==> src/rtl/fdc_host_pkg.sv <==
// Shared port offsets and result-kind codes for the floppy host window.
// Assumes an 8-port window; offsets are fixed by the host software map.
package fdc_host_pkg;
    localparam int OFS_W = 3;
    localparam logic [OFS_W-1:0] OFS_STATUS = 3'd0;
    localparam logic [OFS_W-1:0] OFS_KIND_PBLO = 3'd1;
    localparam logic [OFS_W-1:0] OFS_PBHI = 3'd2;
    localparam logic [OFS_W-1:0] OFS_RESULT = 3'd3;
    localparam logic [OFS_W-1:0] OFS_SUBRST = 3'd7;

    typedef enum logic [1:0] {
        KIND_ERROR = 2'b00,
        KIND_RSV1  = 2'b01,
        KIND_READY = 2'b10,
        KIND_RSV3  = 2'b11
    } res_kind_t;
endpackage

==> src/rtl/fdc_pb_latch.sv <==
// Parameter block address latch and launch generator.
// Assumes write strobes last one cycle; a high-byte write while busy is dropped.
module fdc_pb_latch #(
    parameter int BYTE_W = 8
) (
    input  logic                clk,
    input  logic                rst_n,
    input  logic                wr_lo,
    input  logic                wr_hi,
    input  logic                busy,
    input  logic [BYTE_W-1:0]   wdata,
    output logic [2*BYTE_W-1:0] pb_addr,
    output logic                start_pulse
);
    localparam int AW = 2 * BYTE_W;

    logic launch;
    assign launch = wr_hi && !busy;

    // Load address halves and register the one-cycle launch.
    always_ff @(posedge clk) begin
        if (!rst_n) begin
            pb_addr     <= '0;
            start_pulse <= 1'b0;
        end else begin
            start_pulse <= launch;
            if (wr_lo)
                pb_addr[BYTE_W-1:0] <= wdata;
            if (launch)
                pb_addr[AW-1:BYTE_W] <= wdata;
        end
    end

    assert_start_cause_R4: assert property (@(posedge clk) disable iff (!rst_n)
        start_pulse |-> ($past(wr_hi) && !$past(busy)));
    assert_busy_blocks_R5: assert property (@(posedge clk) disable iff (!rst_n)
        busy |=> !start_pulse);
    assert_hi_hold_busy_R5: assert property (@(posedge clk) disable iff (!rst_n)
        busy |=> $stable(pb_addr[AW-1:BYTE_W]));
endmodule

==> src/rtl/fdc_irq_flag.sv <==
// Interrupt flip-flop: set by engine completion, cleared by result read or subsystem reset.
// Assumes a new request outranks a clear in the same cycle so no event is lost.
module fdc_irq_flag (
    input  logic clk,
    input  logic rst_n,
    input  logic set_req,
    input  logic clr_rd,
    input  logic clr_rst,
    output logic flag
);
    // Hold the flag; set wins over either clear.
    always_ff @(posedge clk) begin
        if (!rst_n)
            flag <= 1'b0;
        else if (set_req)
            flag <= 1'b1;
        else if (clr_rd || clr_rst)
            flag <= 1'b0;
    end

    assert_irq_set_R9: assert property (@(posedge clk) disable iff (!rst_n)
        set_req |=> flag);
    assert_irq_clear_R9: assert property (@(posedge clk) disable iff (!rst_n)
        (clr_rd && !set_req) |=> !flag);
    assert_irq_rst_clear_R8: assert property (@(posedge clk) disable iff (!rst_n)
        (clr_rst && !set_req) |=> !flag);
endmodule

==> src/rtl/fdc_rd_mux.sv <==
// Read data selection for the host window; purely combinational.
// Assumes four drives; unused and reserved cases read as zero.
module fdc_rd_mux
    import fdc_host_pkg::*;
#(
    parameter int  BYTE_W = 8,
    parameter int  N_DRV  = 4,
    parameter bit  HAS_DD = 1'b1
) (
    input  logic              rd_en,
    input  logic [OFS_W-1:0]  ofs,
    input  logic [N_DRV-1:0]  drv_ready,
    input  logic              irq_flag,
    input  res_kind_t         kind,
    input  logic [BYTE_W-1:0] err_byte,
    output logic [BYTE_W-1:0] rdata
);
    logic [BYTE_W-1:0] status_b;
    logic [BYTE_W-1:0] kind_b;
    logic [BYTE_W-1:0] result_b;

    // Assemble the status byte from live drive lines and the flag.
    always_comb begin
        status_b    = '0;
        status_b[0] = drv_ready[0];
        status_b[1] = drv_ready[1];
        status_b[2] = irq_flag;
        status_b[3] = 1'b1;
        status_b[4] = HAS_DD;
        status_b[5] = drv_ready[2];
        status_b[6] = drv_ready[3];
    end

    // Zero-extend the result kind.
    always_comb begin
        kind_b      = '0;
        kind_b[1:0] = kind;
    end

    // Pick the result byte according to the result kind.
    always_comb begin
        result_b = '0;
        case (kind)
            KIND_ERROR: result_b = err_byte;
            KIND_READY: begin
                result_b[4] = drv_ready[2];
                result_b[5] = drv_ready[3];
                result_b[6] = drv_ready[0];
                result_b[7] = drv_ready[1];
            end
            default: result_b = '0;
        endcase
    end

    // Route the selected byte onto the read bus.
    always_comb begin
        rdata = '0;
        if (rd_en) begin
            case (ofs)
                OFS_STATUS:    rdata = status_b;
                OFS_KIND_PBLO: rdata = kind_b;
                OFS_RESULT:    rdata = result_b;
                default:       rdata = '0;
            endcase
        end
    end
endmodule

==> src/rtl/fdc_host_regs.sv <==
// Top of the floppy host register window: decodes port accesses,
// latches the parameter address, launches the engine and keeps the interrupt flag.
// Assumes each host access is a one-cycle strobe.
module fdc_host_regs
    import fdc_host_pkg::*;
#(
    parameter int BYTE_W = 8,
    parameter int N_DRV  = 4,
    parameter bit HAS_DD = 1'b1
) (
    input  logic                clk,
    input  logic                rst_n,
    input  logic                bus_sel,
    input  logic                bus_wr,
    input  logic [2:0]          bus_ofs,
    input  logic [BYTE_W-1:0]   bus_wdata,
    output logic [BYTE_W-1:0]   bus_rdata,
    input  logic [N_DRV-1:0]    drv_ready,
    input  logic                eng_busy,
    input  logic [1:0]          eng_kind,
    input  logic [BYTE_W-1:0]   eng_err,
    input  logic                eng_irq_req,
    output logic [2*BYTE_W-1:0] pb_addr,
    output logic                start_pulse,
    output logic                subsys_rst,
    output logic                irq
);
    logic wr_en, rd_en;
    logic wr_lo, wr_hi, wr_rst, rd_result;

    assign wr_en     = bus_sel && bus_wr;
    assign rd_en     = bus_sel && !bus_wr;
    assign wr_lo     = wr_en && (bus_ofs == OFS_KIND_PBLO);
    assign wr_hi     = wr_en && (bus_ofs == OFS_PBHI);
    assign wr_rst    = wr_en && (bus_ofs == OFS_SUBRST);
    assign rd_result = rd_en && (bus_ofs == OFS_RESULT);

    // Register the one-cycle subsystem reset request.
    always_ff @(posedge clk) begin
        if (!rst_n)
            subsys_rst <= 1'b0;
        else
            subsys_rst <= wr_rst;
    end

    fdc_pb_latch #(.BYTE_W(BYTE_W)) u_latch (
        .clk         (clk),
        .rst_n       (rst_n),
        .wr_lo       (wr_lo),
        .wr_hi       (wr_hi),
        .busy        (eng_busy),
        .wdata       (bus_wdata),
        .pb_addr     (pb_addr),
        .start_pulse (start_pulse)
    );

    fdc_irq_flag u_irq (
        .clk     (clk),
        .rst_n   (rst_n),
        .set_req (eng_irq_req),
        .clr_rd  (rd_result),
        .clr_rst (wr_rst),
        .flag    (irq)
    );

    fdc_rd_mux #(.BYTE_W(BYTE_W), .N_DRV(N_DRV), .HAS_DD(HAS_DD)) u_mux (
        .rd_en     (rd_en),
        .ofs       (bus_ofs),
        .drv_ready (drv_ready),
        .irq_flag  (irq),
        .kind      (res_kind_t'(eng_kind)),
        .err_byte  (eng_err),
        .rdata     (bus_rdata)
    );

    assert_subrst_cause_R8: assert property (@(posedge clk) disable iff (!rst_n)
        subsys_rst |-> ($past(bus_sel) && $past(bus_wr) && ($past(bus_ofs) == OFS_SUBRST)));
    assert_status_top_zero_R1: assert property (@(posedge clk) disable iff (!rst_n)
        (rd_en && bus_ofs == OFS_STATUS) |-> !bus_rdata[BYTE_W-1]);
    assert_status_irq_bit_R1: assert property (@(posedge clk) disable iff (!rst_n)
        (rd_en && bus_ofs == OFS_STATUS) |-> (bus_rdata[2] == irq));
    assert_unused_read_zero_R10: assert property (@(posedge clk) disable iff (!rst_n)
        (rd_en && bus_ofs != OFS_STATUS && bus_ofs != OFS_KIND_PBLO && bus_ofs != OFS_RESULT)
        |-> (bus_rdata == '0));
endmodule

==> config.mk <==
export PLATFORM = sky130hd
export DESIGN_NAME = fdc_host_regs
export DESIGN_NICKNAME = d
export VERILOG_FILES = /design/src/rtl/fdc_host_pkg.sv /design/src/rtl/fdc_pb_latch.sv /design/src/rtl/fdc_irq_flag.sv /design/src/rtl/fdc_rd_mux.sv /design/src/rtl/fdc_host_regs.sv
export SDC_FILE = /design/constraint.sdc
export NUM_CORES = 1
export LEC_CHECK = 0
export BUFFER_PORTS_ARGS = -buffer_cell sky130_fd_sc_hd__buf_2
export CORE_MARGIN = 4
export CORE_UTILIZATION = 38
export CTS_CLUSTER_DIAMETER = 120
export DETAILED_ROUTE_END_ITERATION = 12
export PLACE_DENSITY = 0.8
export SYNTH_ARGS = -nofsm -noshare
export SYNTH_HDL_FRONTEND = slang
export SYNTH_SLANG_ARGS = --single-unit
==> constraint.sdc <==
create_clock -name clk -period 1.2 [get_ports clk]
set_clock_uncertainty 0.05 [all_clocks]
set_input_delay 0.12 -clock clk [delete_from_list [all_inputs] [get_ports clk]]
set_output_delay 0.12 -clock clk [all_outputs]
set_load 0.02 [all_outputs]
Yosys cells after proc, flatten, opt, wreduce, memory -nomap -nowiden
Index checks and enable logic that the tools add are counted.
- bits in registers: 19
- input port bits: 31
- output and inout bits: 27
- eq/ne operators: 5
- multiplexer cells: 6
- reduce and logical (&&, ||, !) cells: 13
- operator list (cell ; number):
    case mux 8 bit (3 select lines) ; 1
    two-way mux 8 bit ; 1
    case mux 4 bit (2 select lines) ; 1
    logical AND 1 bit ; 7
    equality test 3 x 2 -> 1 bit, second input constant ; 2
    two-way mux 4 bit ; 1
    equality test 3 x 1 -> 1 bit, second input constant ; 1
    equality test 3 bit, second input constant ; 1
    logical NOT 3 bit ; 1
    equality test 2 bit, second input constant ; 1
    logical NOT 1 bit ; 2
    logical NOT 2 bit ; 1
    two-way mux 1 bit ; 2
    nonzero test 2 bit ; 1
    logical OR 1 bit ; 1

Longest topological paths before layout
Gate-level depths: netlist of run 1.
- depth in word-level cells: 6
- depth in mapped cells: 5
- mapped depth without buffers: 3

Hierarchy
A second synthesis of run 1 with hierarchy kept.
- cell total of the unflattened synthesis: 107
- area, all modules: 1022.2 µm²
- by module, submodules not included (module ; instances ; cells each ; area each (µm²) ; sequential area each (µm²)):
    fdc_pb_latch ; 1 ; 64 ; 690.7 ; 340.3
    fdc_rd_mux ; 1 ; 29 ; 197.7 ; 0.0
    fdc_host_regs ; 1 ; 11 ; 93.8 ; 20.0
    fdc_irq_flag ; 1 ; 3 ; 40.0 ; 20.0

Least setup slack after synthesis of run 1
No wires, ideal clock.
- path kind: input port to output port
- from: in bus_ofs[0]
- to: out bus_rdata[7]
- arrival time: 1.412 ns
- required time: 1.030 ns
- path slack: -0.382 ns
- cell stages on the path: 4
- path buffers: 2
- path through: buf_2 and3b_1 clkbuf_1 nor4b_1
- word-level cells in the longest chain between the ends: 3
- elaborated cells between the ends (all ways): 5
- those cells by class: eq/ne: 2; mux: 2; reduce/logical: 1
- ends and longest elaborated chain (what ; RTL line ; source):
    start, declared ; fdc_host_regs.sv:15 ; input logic [2:0] bus_ofs,
    equality test 3 x 2 -> 1 bit, or another cell as far along ; fdc_rd_mux.sv:59 ; case (ofs)
    case mux 8 bit (3 select lines) * ; fdc_rd_mux.sv:59 ;
    two-way mux 8 bit * ; fdc_rd_mux.sv:58 ; if (rd_en) begin
    end, declared ; fdc_host_regs.sv:17 ; output logic [BYTE_W-1:0] bus_rdata,
Mark *: on every way between the ends. The rest lies on a longest branch, timed or not.

Worst setup path after layout of run 1
- from: in bus_ofs[2]
- to: out bus_rdata[5]
The elaborated chain is that of the path after synthesis.

==> results of run 1 <==
==> worst max-delay path by stage <==
stage,start,end,slack [ps],depth (start not counted)
floorplan,bus_ofs[0],bus_rdata[3],3,5
global placement,bus_ofs[2],u_latch.pb_addr[14]$_SDFFE_PN0P_,-80,4
detailed placement,bus_ofs[2],u_latch.pb_addr[8]$_SDFFE_PN0P_,-100,4
CTS,bus_ofs[0],bus_rdata[5],-10,6
global route,u_irq.flag$_SDFFE_PN0P_,bus_rdata[2],-10,3
finish,bus_ofs[2],bus_rdata[5],40,5
==> per-stage QoR <==
stage | cell area (µm²) | TNS, ps | util, %
global placement | 1311 | -665.0 | 57.08
detailed placement | 1311 | -947.8 | 57.08
finish | 1424 | 0 | 61.98
global route | 1424 | -19.24 | 61.98
floorplan | 975.9 | 0 | -
CTS | 1371 | -26.06 | 59.70
==> layout by cell type (no fill, tap or decap), drive strengths merged <==
cell,count
a21oi,2
nor4b,1
mux2i,17
nand4,1
nand2,25
o21ai,1
xor2,1
or4,1
nand3,2
inv,3
buf,63
clkbuf,3
clkinv,1
nor3,1
a22oi,2
and3b,1
mux2,5
nand2b,1
nor2,12
a211o,1
dlygate4sd3,1
dfxtp,19
a31oi,1
a32oi,3
==> worst reg2reg max path: stages, from the launching register on <==
cell	delay [ps]
dfxtp_2	360
o21ai_0	80
a21oi_1	150
==> power groups by stage <==
| stage | combinational (µW) | sequential, µW | clock [µW] |
|---|---|---|---|
| after floorplan | 104 | 668 | 0 |
| after global placement | 197 | 657 | 0 |
| after detailed placement | 204 | 658 | 0 |
| after CTS | 214 | 644 | 341 |
| after global routing | 250 | 645 | 366 |
| final | 227 | 644 | 326 |
==> cells by family (layout without fill, tap and decap cells) <==
logic type / count (synthesis) / in the layout / synth area share, %
and+or+nand+nor: 45 / 45 / 22.03
DFF: 19 / 19 / 40.11
AOI/OAI and AO/OA: 10 / 10 / 7.652
buffers and inverters: 11 / 71 / 5.408
xor gates and xnor gates: 1 / 1 / 0.9237
muxes: 22 / 22 / 23.88
==> registers in the layout, indices dropped and copies added, names as in the netlist <==
name,count
u_latch.start_pulse,1
subsys_rst,1
u_latch.pb_addr,16
u_irq.flag,1
==> metal layers <==
layer  share of wire (%)  vias to the layer above  wire length [µm]  track usage (%)
li1                    -                      489                 -                -
met1                  41                      431               991            18.11
met2                  46                       48              1120            26.29
met3                  11                        3               267            3.786
met4                 1.5                        0                36            6.954
met5                   0                        -                 0                0
==> what timing repair did <==
action,in CTS,in global routing
pin swaps,1,1
hold endpoints to repair,1,0
hold buffers,1,0
gates resized for setup,6,17
setup endpoints to repair,7,6
==> final cells by class <==
class                   instances  area (µm²)
clock inverters                 1       5.005
repair buffers                 64       375.4
clock buffers                   3       22.52
inverters                       3       11.26
flip-flops and latches         19       381.6
well taps                      28       35.03
fillers                       203       873.3
multi-input cells              78       593.1
==> results.toml, run 1 <==
[worst_setup_path]
path_max_fanout = 7
crit_slowest_cell = "a211o_4"
crit_path_end_kind = "output pin"
cp.required_ps = 1030
cp.arrival_ps = 990
crit_family = "compound AO/OA/AOI/OAI gates"
crit_type = "in -> out"
rrSetupSlack_ps = 490
cpPeakStageDelay_ps = 320
ff2ff_path_depth = 2
crit_path_start_kind = "primary input"
path_buf_inv = 2
path_cells = "buf_2 > nand2b_4 > a211o_4 > nor2_1 > buf_4"
r2r-start = "u_irq.flag$_SDFFE_PN0P_"
rr_endpoint = "u_irq.flag$_SDFFE_PN0P_"

[timing]
hold_viol_final = 0
fmax_mhz = 858.7
setup_ws_ps = 35.50
slew_viol_final = 0
hold-worst-slack_ps = 20.90
finalCritPeriodShare_pct = 97.04
finalCriticalPeriod_ps = 1164
worst_pin_slew_ps = 400.8
finalSetupViolCount = 0
relSlewSlack_pct = 73.28
rsz0062_at_grt = "yes"

[power]
p_seq_share_pct = 53.8
finalPower_uw = 1197
p_switching_uw = 323.3
power_leakage_uw = 0.0007851
swShare_pct = 27.02
power_frac_comb_pct = 18.9
ir_drop_uv = 589.8
p_int_uw = 873.4
clockPowerShare_pct = 27.2
power_density_nw_per_um2 = 840.4

[clock_tree]
ctsHtreeMaxLevel = 1
cts_sinks = 19
cts_buffer_depth = 2
clock_latency_ps = 310
post-cts-setup-buffer-count = 0
tritoncts = "done"
cts_buffers = 3
clk_pin_slew_worst_paths_ps = 110
root_buffer = "clkbuf_4"

[routing]
drtAntennaViolNets = 0
routed_wirelength_um = 2417
via_per_inst = 4.954
drt_iter0_markers = 30
drc = 0
wl_per_cell_um = 12.33
num_vias = 971
dr.pass1.iters = 4

[floorplanning]
die_x_um = 57.96
start_util_pct = 41.29
pin_count = 58
core-area_um2 = 2297
die_h_um = 57.96
die_area_um2 = 3359
rows = 17

[hold_path]
hp-class = "in -> reg"
min_from = "bus_wdata[4]"
hold_depth = 3
whs_endpoint = "u_latch.pb_addr[4]$_SDFFE_PN0P_"

[synthesis]
synth_top_area_share_pct = 40.11
ys_warn_count = 0
synthMostInstantiatedCell = "nand2_1"
yosysTopAreaCell = "dfxtp_1"
synth_ff_type = "dfxtp_1"
yosysUniqueCellTypes = 24
async_flop_share_pct = 0
synth-edff-count = 0
synth_cells = 108
syn_nets = 139
ys_seq_elements = 19
synth.area.top_cells = "dfxtp_1, mux2i_1, nand2_1, mux2_2, nor2_1"
syn_area_per_cell_um2 = 8.782
syn_area_um2 = 948.4
seq_area_frac_synth_pct = 40.11
synthTopCellsByCount = "nand2_1, dfxtp_1, mux2i_1"

[global_route]
grt.overflow.total = 0
grt_usage_pct = 15.41
antenna_found_initial = 0
grt_first_pass_wirelength_um = 4112
grt_max_degree = 27
grt_pass1_vias = 960

[finish]
area_growth_pct = 50.13
final_cells = 196
num_antenna_cells = 0
layout.nets = 200
drive_gt1_share_pct = 54.17

[place]
dp_slack_ps = -104.9
place_congestion = 0.8361
portBuffers = 57
dp_hpwl_um = 1930
dp.cells = 191

[run_status]
outcome = "finished, final reports clean"

[flow_run]
maxCapViolCount = 0
Power figures use the tool's default switching activity.
==> run 2: changes to the inputs <==
Settings changed: CELL_PAD_IN_SITES_DETAIL_PLACEMENT from default to 0, CELL_PAD_IN_SITES_GLOBAL_PLACEMENT from default to 2, CORE_UTILIZATION 38 to 20, PLACE_DENSITY 0.8 to 0.79.
==> run 2 against run 1 <==
  * Maximum frequency up 1.5%
  * Core utilization is 29 points lower
  * Non-clock buffer count rose by 1
  * Clock-buffer cell count unchanged
  * Critical path type unchanged
  * Power increased by 10%
  * Clock power grew 33%
  * Sequential share of layout area down 1.1 points
  * Via count fell by 0.31%
  * Register-to-register slack gained 20 ps
  * Flip-flop and latch count stayed put
  * Largest cell class unchanged
  * Global-route usage shrank 5.2 points
  * Largest power group unchanged
==> results.toml, run 2 (synthesized netlist as in run 1, its figures left out) <==
[routing]
num_vias = 968
wl_per_cell_um = 12.94
via_per_inst = 4.380
drtAntennaViolNets = 0
drt_iter0_markers = 38
routed_wirelength_um = 2860
dr.pass1.iters = 4
drc = 0

[worst_setup_path]
cp-endpoint = "bus_rdata[2]"
cp.arrival_ps = 980
crit_path_start_kind = "primary input"
r2r-start = "u_irq.flag$_SDFFE_PN0P_"
crit_path_end_kind = "output pin"
rrSetupSlack_ps = 510
ff2ff_path_depth = 2
rr_endpoint = "u_irq.flag$_SDFFE_PN0P_"
startpoint = "bus_ofs[0]"
cp.required_ps = 1030
crit_type = "in -> out"
path_max_fanout = 8

[clock_tree]
tritoncts = "done"
post-cts-setup-buffer-count = 0
ctsHtreeMaxLevel = 1
clock_latency_ps = 250
root_buffer = "clkbuf_8"
cts_sinks = 19
cts_buffer_depth = 2
cts_buffers = 3
cts_hold_buf = 0
clk_pin_slew_worst_paths_ps = 60

[power]
power_frac_comb_pct = 18.1
p_seq_share_pct = 48.9
p_switching_uw = 332.9
p_int_uw = 983.4
power_leakage_uw = 0.0007982
ir_drop_uv = 449.7
finalPower_uw = 1316
clockPowerShare_pct = 33.1
power_density_nw_per_um2 = 888.6
swShare_pct = 25.29

[global_route]
gr-usage-met3_pct = 3.981
gr-max-usage-layer = "met2"
grt_pass1_vias = 1029
grt.overflow.total = 0
grt_max_degree = 27
met2_usage_pct = 16.29
grt_use_met1_pct = 12.83
grt_usage_pct = 10.23
grt_first_pass_wirelength_um = 4974
antenna_found_initial = 0

[place]
place_area_um2 = 1356
place_congestion = 0.7596
portBuffers = 57
dp_slack_ps = -110.2
dp_hpwl_um = 2293

[timing]
finalSetupViolCount = 0
finalCritPeriodShare_pct = 95.64
fmax_mhz = 871.4
worst_pin_slew_ps = 445.0
relSlewSlack_pct = 70.34
hold_viol_final = 0
rsz0062_at_grt = "no"
setup_ws_ps = 52.37
slew_viol_final = 0
finalCriticalPeriod_ps = 1148

[finish]
fin_area_um2 = 1481
final_common_cell = "buf_2"
area_growth_pct = 56.20
drive_gt1_share_pct = 54.44
final_core_util_pct = 33.11
layout.nets = 201
nFillCells = 460
regMostFlops = "u_latch.pb_addr"
largest_register_ff_count = 16
layout_common_cells = "buf_2, nand2_1, dfxtp_1"
num_antenna_cells = 0

[floorplanning]
die_h_um = 76.86
start_util_pct = 21.20
pin_count = 58
rows = 24
core-area_um2 = 4474
die_x_um = 76.86
die_area_um2 = 5907

[hold_path]
hp-class = "in -> reg"

[flow_run]
maxCapViolCount = 0

[run_status]
outcome = "finished, final reports clean"
run 2: cell types whose count changed in the layout (fill, tap and decap cells not counted), sizes merged:
cell	previous run	this run
dlygate4sd3	1	0
buf	63	65
run 2: metal layers:
metal,vias up,wire length (µm)
met5,-,0
met2,53,1242
met3,2,307
met1,421,1299
met4,0,10
li1,492,-
run 2: through the flow:
stage | TNS [ps] | hold WS (ps) | cells
2_1_floorplan | 0 | 195.9 | 108
3_3_place_gp | -665.0 | 314.8 | 217
3_5_place_dp | -888.3 | 307.7 | 217
4_1_cts | 0 | 36.10 | 221
5_1_grt | 0 | 66.06 | 221
6_report | 0 | 44.98 | 221
run 2: power by group through the flow:
| stage | Combinational [µW] | Clock, µW | Sequential, µW |
|---|---|---|---|
| floorplan | 104 | 0 | 668 |
| global placement | 208 | 0 | 658 |
| detailed placement | 212 | 0 | 658 |
| CTS | 216 | 460 | 643 |
| global route | 263 | 486 | 644 |
| finish | 238 | 435 | 643 |
run 2: final cells by class:
type / instances / area, µm² / area share [%]
Multi-Input combinational cell: 78 / 598.1 / 40.37
Sequential cell: 19 / 380.4 / 25.68
Clock inverter: 1 / 5.005 / 0.3378
Tap cell: 52 / 65.06 / 4.392
Inverter: 3 / 11.26 / 0.7601
Timing Repair Buffer: 65 / 380.4 / 25.68
Clock buffer: 3 / 41.29 / 2.787
run 2: worst min-delay path by stage:
stage,depth (start not counted),from,slack (ps),endpoint
floorplan,2,bus_ofs[2],200,subsys_rst$_SDFF_PN0_
global placement,3,eng_irq_req,310,u_irq.flag$_SDFFE_PN0P_
detailed placement,3,eng_irq_req,310,u_irq.flag$_SDFFE_PN0P_
CTS,3,eng_irq_req,40,u_irq.flag$_SDFFE_PN0P_
global route,3,eng_irq_req,70,u_irq.flag$_SDFFE_PN0P_
finish,3,eng_irq_req,40,u_irq.flag$_SDFFE_PN0P_
run 2: timing repair:
action                     CTS  global route
pin swaps                    0             2
gates resized for setup      4            18
gates cloned                 0             0
setup endpoints to repair    4             8
run 2: worst max-delay path, cell delays in order:
cell and delay, ps:
buf_4 140, and3b_2 280, a32oi_1 250, nor2_2 40
buf_2 150
==> run 3: changes to the inputs <==
Settings changed: CORE_MARGIN 4 to 1.5, CORE_UTILIZATION 20 to 21, CTS_BUF_LIST from default to sky130_fd_sc_hd__clkbuf_4, PLACE_DENSITY 0.79 to 0.82.
==> run 3 against run 2 <==
  * The run now ends with hold timing left
  * Maximum frequency decreased by 3.2%
  * Non-clock buffer count did not move
  * Via count increased by 1.0%
  * Worst setup slack worse by 38 ps
  * Sequential power about the same
  * Wire length fell by 1.3%
  * First-iteration DRC count fell by 45%
  * Die area down 17%
  * Critical path depth is the same
  * Critical path type unchanged
  * Largest cell class unchanged
  * Largest power group unchanged
==> results.toml, run 3 (synthesized netlist as in run 1, its figures left out) <==
[hold_path]
hold_depth = 3
hp-class = "in -> reg"
min_from = "eng_irq_req"

[finish]
drive_gt1_share_pct = 56.21
largest_register_ff_count = 16
final_common_cell = "buf_2"
fin_area_um2 = 1481
layout_common_cells = "buf_2, nand2_1, dfxtp_1"
regMostFlops = "u_latch.pb_addr"
area_growth_pct = 56.20
num_antenna_cells = 0
layout.nets = 201
final_core_util_pct = 34.02

[place]
place_congestion = 0.8835
portBuffers = 57
place_area_um2 = 1349
dp_hpwl_um = 2138

[clock_tree]
ctsHtreeMaxLevel = 1
root_buffer = "clkbuf_4"
clock_latency_ps = 280
cts_hold_buf = 0
tritoncts = "done"
cts_sinks = 19
cts_buffers = 3
cts_buffer_depth = 2
clk_pin_slew_worst_paths_ps = 100

[global_route]
grt_pass1_vias = 1015
grt_usage_pct = 11.03
grt_max_degree = 27
grt.overflow.total = 0
grt_first_pass_wirelength_um = 4478
antenna_found_initial = 0

[routing]
drtAntennaViolNets = 0
wl_per_cell_um = 12.77
num_vias = 978
drc = 0
dr.pass1.iters = 4
via_per_inst = 4.425
drt_iter0_markers = 21
routed_wirelength_um = 2823

[worst_setup_path]
crit_path_end_kind = "output pin"
crit_path_start_kind = "primary input"
cpMostUsedCell = "buf_4"
cp.arrival_ps = 1020
cpPeakStageDelay_ps = 340
crit_type = "in -> out"
crit_slowest_cell = "mux2_2"
startpoint = "eng_kind[1]"
path_buf_inv = 2
crit_cells = 5
path_cells = "buf_4 > mux2_2 > a22oi_1 > nor2_2 > buf_4"
crit_family = "multiplexers"
cp.required_ps = 1030
r2r-start = "u_irq.flag$_SDFFE_PN0P_"
path_max_fanout = 6
ff2ff_path_depth = 3

[run_status]
violations = "hold timing"
outcome = "finished, violations left"

[floorplanning]
die_h_um = 70.20
pin_count = 58
core-area_um2 = 4354
rows = 24
die_area_um2 = 4928
start_util_pct = 21.78
die_x_um = 70.20

[power]
p_seq_share_pct = 52.6
swShare_pct = 26.01
clockPowerShare_pct = 27.5
power_frac_comb_pct = 19.9
finalPower_uw = 1224
power_leakage_uw = 0.0008003
ir_drop_uv = 511.3
p_switching_uw = 318.3
power_density_nw_per_um2 = 826.1
p_int_uw = 905.5

[flow_run]
maxCapViolCount = 0

[timing]
finalSetupViolCount = 0
rsz0062_at_grt = "yes"
finalCriticalPeriod_ps = 1185
worst_pin_slew_ps = 433.7
finalCritPeriodShare_pct = 98.77
setup_tns_ps = 0
hold_viol_final = 1
fmax_mhz = 843.7
hold-worst-slack_ps = -2.521
relSlewSlack_pct = 71.09
slew_viol_final = 0
run 3: changes by cell type in the layout (fill, tap and decap cells not counted), sizes merged:
cell and change:
clkinv -1, buf -1, clkbuf +2
run 3: final timing paths:
kind	endpoint	slack, ps
max	bus_rdata[5]	10
min	u_irq.flag$_SDFFE_PN0P_	-3
max reg2reg	u_irq.flag$_SDFFE_PN0P_	450
min reg2reg	u_latch.pb_addr[14]$_SDFFE_PN0P_	420
run 3: per-stage QoR:
step           setup WS, ps  std cells
3_3_place_gp         -78.99        216
2_1_floorplan         3.360        108
3_5_place_dp         -122.7        216
5_1_grt              -10.68        221
6_report              14.74        221
4_1_cts              0.1509        220
run 3: cell type report:
cell class                 count  area [µm²]
clock buffer                   4       30.03
fill                         455        2873
inverter                       3       11.26
multi-input combinational     78       610.6
sequential                    19       381.6
tap                           52       65.06
timing repair buffer          65       382.9
run 3: routing by layer:
| metal | vias to the layer above | part of all wire, % | track usage (%) |
|---|---|---|---|
| met3 | 6 | 8.5 | 3.463 |
| met2 | 55 | 46 | 17.99 |
| met4 | 0 | 1.3 | 4.274 |
| met1 | 426 | 44 | 13.54 |
| met5 | - | 0 | 0 |
| li1 | 491 | - | - |
run 3: repair_timing:
item	in CTS	in global routing
setup buffers	0	1
pin swaps	0	4
setup endpoints to repair	4	7
resized for setup	5	22
run 3: power by group through the flow:
stage	registers [µW]	logic, µW	clock network (µW)
2_1_floorplan	668	104	0
3_3_place_gp	658	205	0
3_5_place_dp	658	210	0
4_1_cts	643	217	349
5_1_grt	645	265	375
6_report	644	244	336
run 3: tightest hold or removal path: cells and delay by family:
family | cells | cell delay [ps]
AO/OA/AOI/OAI | 1 | 50
buffers and inverters | 2 | 130
